## config.mk

```make
export PLATFORM = sky130hd
export DESIGN_NAME = indirect_mapper
export DESIGN_NICKNAME = d
export VERILOG_FILES = /design/src/rtl/mapper_pkg.sv /design/src/rtl/cycle_qualifier.sv /design/src/rtl/pointer_regs.sv /design/src/rtl/window_decode.sv /design/src/rtl/indirect_mapper.sv
export SDC_FILE = /design/constraint.sdc
export NUM_CORES = 1
export LEC_CHECK = 0
export BUFFER_PORTS_ARGS = -buffer_cell sky130_fd_sc_hd__buf_4
export CORE_MARGIN = 3
export CORE_UTILIZATION = 38
export DETAILED_ROUTE_END_ITERATION = 12
export GPL_TIMING_DRIVEN = 0
export PLACE_DENSITY = 0.73
export SETUP_SLACK_MARGIN = 0.05
export SYNTH_ARGS = -nofsm -noshare
export SYNTH_HDL_FRONTEND = slang
export SYNTH_SLANG_ARGS = --single-unit
```

## constraint.sdc

```tcl
create_clock -name clk -period 0.85 [get_ports clk]
set_clock_uncertainty 0.05 [all_clocks]
set_input_delay 0.2125 -clock clk [delete_from_list [all_inputs] [get_ports clk]]
set_output_delay 0.2125 -clock clk [all_outputs]
set_load 0.01 [all_outputs]
```

## src/rtl/mapper_pkg.sv

```systemverilog
package mapper_pkg;
    localparam int DATA_W = 8;
    localparam int BANK_W = 4;
    localparam int PTR_W  = 2 * DATA_W;
    localparam int EXT_W  = PTR_W + 1;

    typedef struct packed {
        logic [DATA_W-1:0] lo;
        logic [DATA_W-1:0] hi;
    } ptr_t;

    typedef struct packed {
        logic qual;
        logic load_lo;
        logic load_hi;
        logic window;
    } decode_t;
endpackage

```

## src/rtl/cycle_qualifier.sv

```systemverilog
module cycle_qualifier
    import mapper_pkg::*;
(
    input  logic    romsel_n,
    input  logic    a12,
    input  logic    m2,
    input  logic    a11,
    input  logic    a5,
    input  logic    a4,
    output decode_t dec
);
    always_comb begin
        dec         = '0;
        dec.qual    = !romsel_n && a12 && m2;
        dec.load_lo = dec.qual && a4;
        dec.load_hi = dec.qual && a5;
        dec.window  = dec.qual && a11;
    end
endmodule

```

## src/rtl/pointer_regs.sv

```systemverilog
module pointer_regs
    import mapper_pkg::*;
(
    input  logic              clk,
    input  logic              rst,
    input  logic              load_lo,
    input  logic              load_hi,
    input  logic [DATA_W-1:0] d,
    output ptr_t              ptr
);
    ptr_t ptr_d, ptr_q;

    always_comb begin
        ptr_d = ptr_q;
        if (load_lo) ptr_d.lo = d;
        if (load_hi) ptr_d.hi = d;
    end

    always_ff @(posedge clk) begin
        if (rst) ptr_q <= '0;
        else     ptr_q <= ptr_d;
    end

    assign ptr = ptr_q;

    // an enabled low register captures the bus byte
    a_r2_lo_load: assert property (@(posedge clk) disable iff (rst)
        load_lo |=> ptr_q.lo == $past(d));

    a_r3_hi_load: assert property (@(posedge clk) disable iff (rst)
        load_hi |=> ptr_q.hi == $past(d));
    // closed registers hold
    a_r10_lo_hold: assert property (@(posedge clk) disable iff (rst)
        !load_lo |=> $stable(ptr_q.lo));
    a_r10_hi_hold: assert property (@(posedge clk) disable iff (rst)
        !load_hi |=> $stable(ptr_q.hi));

    a_r11_reset_clear: assert property (@(posedge clk)
        rst |=> ptr_q == '0);
endmodule

```

## src/rtl/window_decode.sv

```systemverilog
module window_decode
    import mapper_pkg::*;
(
    input  logic             window,
    input  logic             a2,
    input  logic             a0,
    input  logic             rw,
    input  ptr_t             ptr,
    output logic             rom_cs_n,
    output logic             ram_cs_n,
    output logic             ram_we_n,
    output logic [EXT_W-1:0] ext_addr,
    output logic [BANK_W-1:0] chr_bank
);
    always_comb begin
        rom_cs_n = !(window && !a2);
        ram_cs_n = !(window && a2);
        ram_we_n = ram_cs_n || rw;
        ext_addr = {a0, ptr.hi, ptr.lo};
        chr_bank = ptr.hi[DATA_W-1 -: BANK_W];
    end
endmodule

```

## src/rtl/indirect_mapper.sv

```systemverilog
module indirect_mapper
    import mapper_pkg::*;
(
    input  logic                 clk,
    input  logic                 rst,
    input  logic                 romsel_n,
    input  logic                 a12,
    input  logic                 a11,
    input  logic                 a5,
    input  logic                 a4,
    input  logic                 a2,
    input  logic                 a0,
    input  logic                 m2,
    input  logic                 rw,
    input  logic [7:0]           d,
    output logic                 rom_cs_n,
    output logic                 ram_cs_n,
    output logic                 ram_we_n,
    output logic [16:0]          ext_addr,
    output logic [3:0]           chr_bank
);
    decode_t dec;
    ptr_t    ptr;

    cycle_qualifier u_qual (
        .romsel_n(romsel_n), .a12(a12), .m2(m2),
        .a11(a11), .a5(a5), .a4(a4), .dec(dec)
    );

    pointer_regs u_regs (
        .clk(clk), .rst(rst),
        .load_lo(dec.load_lo), .load_hi(dec.load_hi),
        .d(d), .ptr(ptr)
    );

    window_decode u_win (
        .window(dec.window), .a2(a2), .a0(a0), .rw(rw), .ptr(ptr),
        .rom_cs_n(rom_cs_n), .ram_cs_n(ram_cs_n), .ram_we_n(ram_we_n),
        .ext_addr(ext_addr), .chr_bank(chr_bank)
    );

    // selects exclusive
    a_r6_cs_exclusive: assert property (@(posedge clk) disable iff (rst)
        !(rom_cs_n == 1'b0 && ram_cs_n == 1'b0));
    // no select outside a qualified cycle
    a_r1_no_cs_unqualified: assert property (@(posedge clk) disable iff (rst)
        (romsel_n || !a12 || !m2) |-> (rom_cs_n && ram_cs_n));
    // write strobe only with RAM selected
    a_r8_we_needs_ram: assert property (@(posedge clk) disable iff (rst)
        !ram_we_n |-> (!ram_cs_n && !rw));
    // bank follows pointer high byte
    a_r9_bank_tracks: assert property (@(posedge clk) disable iff (rst)
        chr_bank == ext_addr[15:12]);
endmodule

```

Word-level counts from Yosys, hierarchy flattened
Index checks and enable logic that the tools add are counted.
{ "op_classes": {"addsub": 0, "mul": 0, "div": 0, "order_cmp": 0, "eq_ne": 0, "shifts": 0, "muxes": 0, "bitwise": 0, "reduce_logical": 12} }
{ "op_table": {"columns": ["op", "n"], "rows": [
  ["1-bit logical AND", 7],
  ["1-bit logical NOT", 4],
  ["1-bit logical OR", 1]
]} }
{ "totals": {"reg_bits": 16, "latchBits": 0, "ramBits": 0, "mem_bits_ro": 0, "input_bits": 19, "out_inout_bits": 24, "elab_cells": 14, "n_memories": 0} }

Depth between registers and ports, before layout
Gate-level depths: netlist of the first run.
{ "depth": {"word_depth": 7, "ltp_mapped": 3} }

By module
A second synthesis of the first run with hierarchy kept.
{ "hier_totals": {"cells_unflattened": 80, "hier_area_um2": 794.5} }
{ "modules_own_cells": {"columns": ["module", "instances", "cells_each", "area_each_um2", "seq_area_each_um2"], "rows": [
  ["pointer_regs", 1, 52, 579.3, 320.3],
  ["window_decode", 1, 24, 175.2, 0.0],
  ["cycle_qualifier", 1, 4, 40.0, 0.0]
]} }

Worst setup path after synthesis of the first run
No wires, ideal clock.
{ "synth_timing": {"kind": "in2reg", "from": "input romsel_n", "to": "register u_regs.ptr_q, in the netlist u_regs.ptr[2]", "t_arrival_ns": 0.682, "setup_slack_ns": -0.007, "stages": 2, "n_path_buf": 0, "path_cell_list": "nand4b_2 mux2i_1"} }
{ "synth_via": {"elab_chain_len": 4} }
{ "synth_lines": {"columns": ["element", "line", "rtl"], "rows": [
  ["start, declared", "indirect_mapper.sv:6", "input logic romsel_n,"],
  ["1-bit logical NOT", "cycle_qualifier.sv:14", "dec.qual = !romsel_n && a12 && m2;"],
  ["1-bit logical AND (2 in a row)", "cycle_qualifier.sv:14", null],
  ["1-bit logical AND", "cycle_qualifier.sv:16", "dec.load_hi = dec.qual && a5;"],
  ["end signal, assigned", "pointer_regs.sv:21", "else ptr_q <= ptr_d;"],
  ["end, declared", "pointer_regs.sv:11", "ptr_t ptr_d, ptr_q;"]
]} }
Every way passes these cells.
A chain may end at the register's enable or synchronous reset.

Worst setup path after layout of the first run
{ "layout_timing": {"from": "register u_regs.ptr_q, in the netlist u_regs.ptr[5]", "to": "output ext_addr[13]"} }
{ "layout_rtl": {"columns": ["element", "line", "rtl"], "rows": [
  ["end, declared", "indirect_mapper.sv:19", "output logic [16:0] ext_addr,"]
]} }
No word-level cell between the ends.

==> flow_summary.json, run 1 <==
{
  "whs_endpoint": "u_regs.ptr[7]",
  "initial_core_util_pct": 42.4,
  "vias": 695,
  "htreeDepth": 1,
  "required_ps": 590,
  "synth_top_area_share_pct": 42.0,
  "period_share_pct": 131,
  "cp-startpoint": "u_regs.ptr[5]",
  "timing.fmax_mhz": 896,
  "cap_violations": 0,
  "period_needed_ps": 1120,
  "synthFlopType": "dfxtp_1",
  "worstSetupEndpointType": "primary output",
  "clk-insertion-delay-late_ps": 280,
  "crit_fanout": 3,
  "synth-seq-cells": 16,
  "portBuffers": 41,
  "syn_nets": 91,
  "synth_area_leaders": "dfxtp_1 42%, mux2i_1 21%, nand2b_1 20%",
  "synth_area_sq_um": 763,
  "internal-power_uw": 1100,
  "leakage_uw": 0.000613,
  "async_reset_ff_share_pct": 0,
  "rr_startpoint": "u_regs.ptr[3]",
  "wl_mm": 1.86,
  "cts_tree": "done",
  "clk_pin_slew_ps": 90,
  "power_uw": 1440,
  "seqPwrFrac_pct": 54.3,
  "cts-root-buf": "clkbuf_4",
  "drt_pass1_iterations": 4,
  "power_density_nw_per_um2": 1110,
  "p_clk_share_pct": 27.9,
  "drv_slew": 0,
  "grt_pass1_vias": 649,
  "finalWorstSetupSlack_ps": -266,
  "max-clock-path-buffers": 2,
  "final_cell_area_sq_um": 1290,
  "r2r_setup_slack_ps": 90,
  "ant_nets": 0,
  "arrival_ps": 850,
  "slew_headroom_pct": 76.3,
  "min_path_cells": 3,
  "drt_iter0_markers": 7,
  "drt-vias-per-instance": 4.76,
  "grtUsageTotal_pct": 15.1,
  "gr-total-overflow": 0,
  "p_switching_uw": 341,
  "final_nets": 142,
  "yosysMostFrequentCell": "nand2b_1",
  "avgSynthCellArea_sq_um": 10.6,
  "dp_hpwl_mm": 1.31,
  "reg2regPathDepth": 3,
  "design.core.area_sq_um": 1800,
  "layoutNonFillerInstCount": 146,
  "rsz0062_at_grt": "yes",
  "drive_above_1_share_pct": 62.0,
  "synthCells": 72,
  "die-area_sq_um": 2580,
  "grt_pass1_wl_mm": 2.85,
  "pin_count": 43,
  "combPwrFrac_pct": 17.8,
  "grt_max_degree": 11,
  "synth_edf_count": 0,
  "postLayoutCoreUtil_pct": 71.6,
  "cts.sinks": 16,
  "wire_per_inst_um": 12.7,
  "die_w_um": 50.8,
  "cts_buffers": 3,
  "place_area_sq_um": 1110,
  "synth_common_cells": "24 x nand2b_1, 16 x dfxtp_1, 16 x mux2i_1",
  "setup_viol": 23,
  "hold_path.class": "in2reg",
  "drc_errors": 0,
  "violations": "setup timing",
  "antennaDiodeCount": 0,
  "cts_hold_buf": 0,
  "yosysWarnings": 0,
  "p_sw_share_pct": 23.8,
  "worst_slew_pin_slew_ps": 356,
  "seq_area_frac_synth_pct": 42.0,
  "place_congestion": 0.732,
  "hp-start": "d[7]",
  "antenna_found_initial": 0,
  "synth_top_area_cell": "dfxtp_1",
  "placedCellCount": 138,
  "crit_type": "reg2out",
  "largest_reg_flops": 16,
  "die_h_um": 50.8,
  "row_count": 15,
  "hold_viol_final": 0,
  "syn_to_final_growth_pct": 69.0,
  "r2r_end": "u_regs.ptr[3]",
  "status": "finished with violations",
  "ys_types": 13,
  "startpoint_type": "flop",
  "ir_drop_uv": 745
}
-- worst max-delay path by stage --
| stage | endpoint | slack [ps] |
|---|---|---|
| final | ext_addr[13] | -270 |
| after global routing | ext_addr[13] | -290 |
| after CTS | ext_addr[13] | -260 |
| after detailed placement | ram_we_n | -240 |
| after global placement | ram_we_n | -230 |
| after floorplan | u_regs.ptr[10] | -3 |
-- placed cells by master, fill, tap and decap left out, drive strengths merged --
cell type  Yosys  final
mux2i         16     16
buf            6     52
clkbuf         2      5
nand3          1      1
dfxtp         16     16
and4b          2      2
nand2b        24     24
nand4b         3      3
nand3b         1      1
and3b          1      1
-- stage by stage --
step | worst slack (ps) | TNS (ps) | hold WS, ps
after floorplan | -3.36 | -20.2 | 338
after CTS | -259 | -4020 | 162
final | -266 | -4060 | 154
after global routing | -292 | -4900 | 161
after detailed placement | -239 | -3440 | 418
after global placement | -230 | -3220 | 412
-- cells by family after synthesis --
family | after synthesis | synth area share [%]
simple gates | 32 | 29.7
mux | 16 | 21.0
flops | 16 | 42.0
buf+inv | 8 | 7.38
-- per-layer routing --
layer | routed length (um) | GRT usage, %
met5 | 0 | 0
met1 | 740 | 15.6
met3 | 140 | 4.37
met4 | 19 | 6.73
met2 | 957 | 27.8
-- critical path, cell delays in order (launching register included) --
cell and delay (ps):
dfxtp_2 350, buf_6 110, buf_6 110
-- cell type report --
cell class                      count  area [sq um]
Fill cell                         131           512
Timing Repair Buffer               46           424
Multi-Input combinational cell     48           400
Sequential cell                    16           340
Buffer                              8          71.3
Tap cell                           25          31.3
Clock buffer                        3          22.5
-- power by group through the flow --
stage          logic, uW  clock network (uW)  registers, uW
6_report             255                 401            781
5_1_grt              274                 447            783
4_1_cts              255                 399            781
3_5_place_dp         225                   0            793
3_3_place_gp         222                   0            792
2_1_floorplan       91.1                   0            800
-- what timing repair did --
action	in CTS	in global routing
pin swaps	1	1
gates resized for setup	42	1
endpoints found under the hold margin	0	0
setup endpoints to repair	23	29
buffers inserted	4	2
(Power assumes the default switching activity.)
==> run 2: changes to the inputs <==
ABC_AREA = 1   (was not set)
CORE_UTILIZATION = 39   (was 38)
clock period = 0.9 ns   (was 0.85 ns; I/O delays follow)
==> run 2 against run 1 <==
Net effect: the flow still finishes with violations (setup timing); global-route usage increased by 2.4 points; sequential cell count unchanged; non-clock buffer count increased by 7; first-iteration DRC count increased by 71%; final cell count increased by 51%; register-to-register slack improved by 40 ps; combinational power increased by 58%; worst setup slack got worse by 62 ps; count of clock-buffer cells in the layout increased by 1; design area increased by 24%; routed wire length increased by 27%.
==> flow_summary.json, run 2 <==
{
  "status": "finished with violations",
  "violations": "setup timing",
  "synth_top_area_cell": "dfxtp_1",
  "final_cell_mix": "41 x inv_1, 31 x nand2_1, 30 x buf_6",
  "crit_type": "in2out",
  "rsz0062_at_grt": "yes",
  "design.core.area_sq_um": 2000,
  "slew_headroom_pct": 85.5,
  "timing.fmax_mhz": 815,
  "yosysWarnings": 0,
  "yosysMostFrequentCell": "inv_1",
  "dp_hpwl_mm": 1.61,
  "hp-start": "a5",
  "row_count": 16,
  "die_h_um": 52.6,
  "synthFlopType": "dfxtp_1",
  "leakage_uw": 0.000823,
  "synth_common_cells": "42 x inv_1, 33 x nand2_1, 17 x nand3_1",
  "ant_nets": 0,
  "avgSynthCellArea_sq_um": 6.15,
  "ir_drop_uv": 756,
  "drv_slew": 0,
  "die_w_um": 52.6,
  "hold_path.class": "in2reg",
  "grt_max_degree": 11,
  "cts.sinks": 16,
  "initial_core_util_pct": 42.4,
  "drt-vias-per-instance": 4.33,
  "period_needed_ps": 1230,
  "rr_startpoint": "u_regs.ptr[10]",
  "setup_viol": 32,
  "hold_viol_final": 0,
  "power_density_nw_per_um2": 1030,
  "grt_pass1_vias": 924,
  "cts-root-buf": "clkbuf_4",
  "seq_area_frac_synth_pct": 37.8,
  "drive_above_1_share_pct": 49.5,
  "finalWorstSetupSlack_ps": -328,
  "final_cell_area_sq_um": 1590,
  "drc_errors": 0,
  "cp-startpoint": "a12",
  "synth_top_area_share_pct": 37.8,
  "place_area_sq_um": 1270,
  "dp_worst_setup_slack_ps": -463,
  "max-clock-path-buffers": 2,
  "worstSetupEndpointType": "primary output",
  "syn_nets": 157,
  "antennaDiodeCount": 0,
  "cts_tree": "done",
  "clk_pin_slew_ps": 100,
  "cts_hold_buf": 0,
  "place_congestion": 0.773,
  "async_reset_ff_share_pct": 0,
  "wl_mm": 2.35,
  "required_ps": 620,
  "cts_buffers": 3,
  "wire_per_inst_um": 10.7,
  "vias": 956,
  "synth_area_leaders": "dfxtp_1 38%, inv_1 19%, nand2_1 15%",
  "nFillCells": 148,
  "pin_count": 43,
  "gr-total-overflow": 0,
  "portBuffers": 39,
  "layoutNonFillerInstCount": 221,
  "period_share_pct": 136,
  "placedCellCount": 204,
  "htreeDepth": 1,
  "synthCells": 138,
  "grt_pass1_wl_mm": 3.59,
  "final_nets": 214,
  "syn_to_final_growth_pct": 87.9,
  "clk-insertion-delay-late_ps": 290,
  "fin_tns_setup_ps": -4040,
  "mostFrequentLayoutCell": "inv_1",
  "worst_slew_pin_slew_ps": 218,
  "antenna_found_initial": 0,
  "timing.hold.ws_ps": 166,
  "synth-seq-cells": 16,
  "synth_area_sq_um": 848,
  "crit_fanout": 3,
  "startpoint_type": "input port",
  "largest_reg_flops": 16,
  "arrival_ps": 950,
  "drt_iter0_markers": 12,
  "drt_pass1_iterations": 4,
  "synth_edf_count": 0,
  "cap_violations": 0,
  "grtUsageTotal_pct": 17.5,
  "die-area_sq_um": 2770,
  "ys_types": 11
}
## run 2: worst paths after layout
check                   end  slack (ps)  cells past startpoint
max reg2reg  u_regs.ptr[10]         130                      5
min           u_regs.ptr[1]         170                      4
min reg2reg   u_regs.ptr[9]         460                      4
max                ram_we_n        -330                      6
## run 2: worst max-delay path, cell delays in order
cell     delay, ps
buf_8           90
nand2_8         50
nor2_4         130
nand3_2         90
or2_1          250
buf_6          130
## run 2: what timing repair did
action                     4_1_cts  5_1_grt
pin swaps                        7        9
setup endpoints to repair       23       39
cloned                           0        1
resized for setup               49        9
buffers inserted                 6        7
## run 2: kinds of logic after synthesis
| logic type | count (synthesis) | synth area share, % |
|---|---|---|
| flops | 16 | 37.8 |
| simple gates | 71 | 36.1 |
| buf+inv | 51 | 26.1 |
## run 2: metrics by stage
stage	power, uW	util (%)
2_1_floorplan	939	-
3_3_place_gp	1070	63.2
3_5_place_dp	1080	63.2
4_1_cts	1620	74.3
5_1_grt	1720	79.6
6_report	1640	79.6
## run 2: report_power, final
group | switching [uW] | leakage, uW | internal [uW] | total (uW)
registers | 19.6 | 0.000138 | 736 | 756
logic | 175 | 0.000664 | 228 | 403
clock network | 237 | 0.0000210 | 247 | 483
## run 2: cell type report
| cell class | count | area [sq um] | share of cell area (%) |
|---|---|---|---|
| multi-input cells | 71 | 388 | 24.3 |
| plain buffers | 9 | 108 | 6.75 |
| repair buffers | 52 | 528 | 33.1 |
| inverters | 42 | 158 | 9.89 |
| clock buffers | 4 | 36.3 | 2.28 |
| flip-flops and latches | 16 | 343 | 21.5 |
| well taps | 27 | 33.8 | 2.12 |
## run 2: metal layers
metal / up-vias / GRT usage [%] / part of all wire (%)
met5: - / 0 / 0
met4: 0 / 7.66 / 1.5
met3: 4 / 3.13 / 5.7
met2: 34 / 34.1 / 54
met1: 418 / 17.6 / 39
li1: 500 / - / -
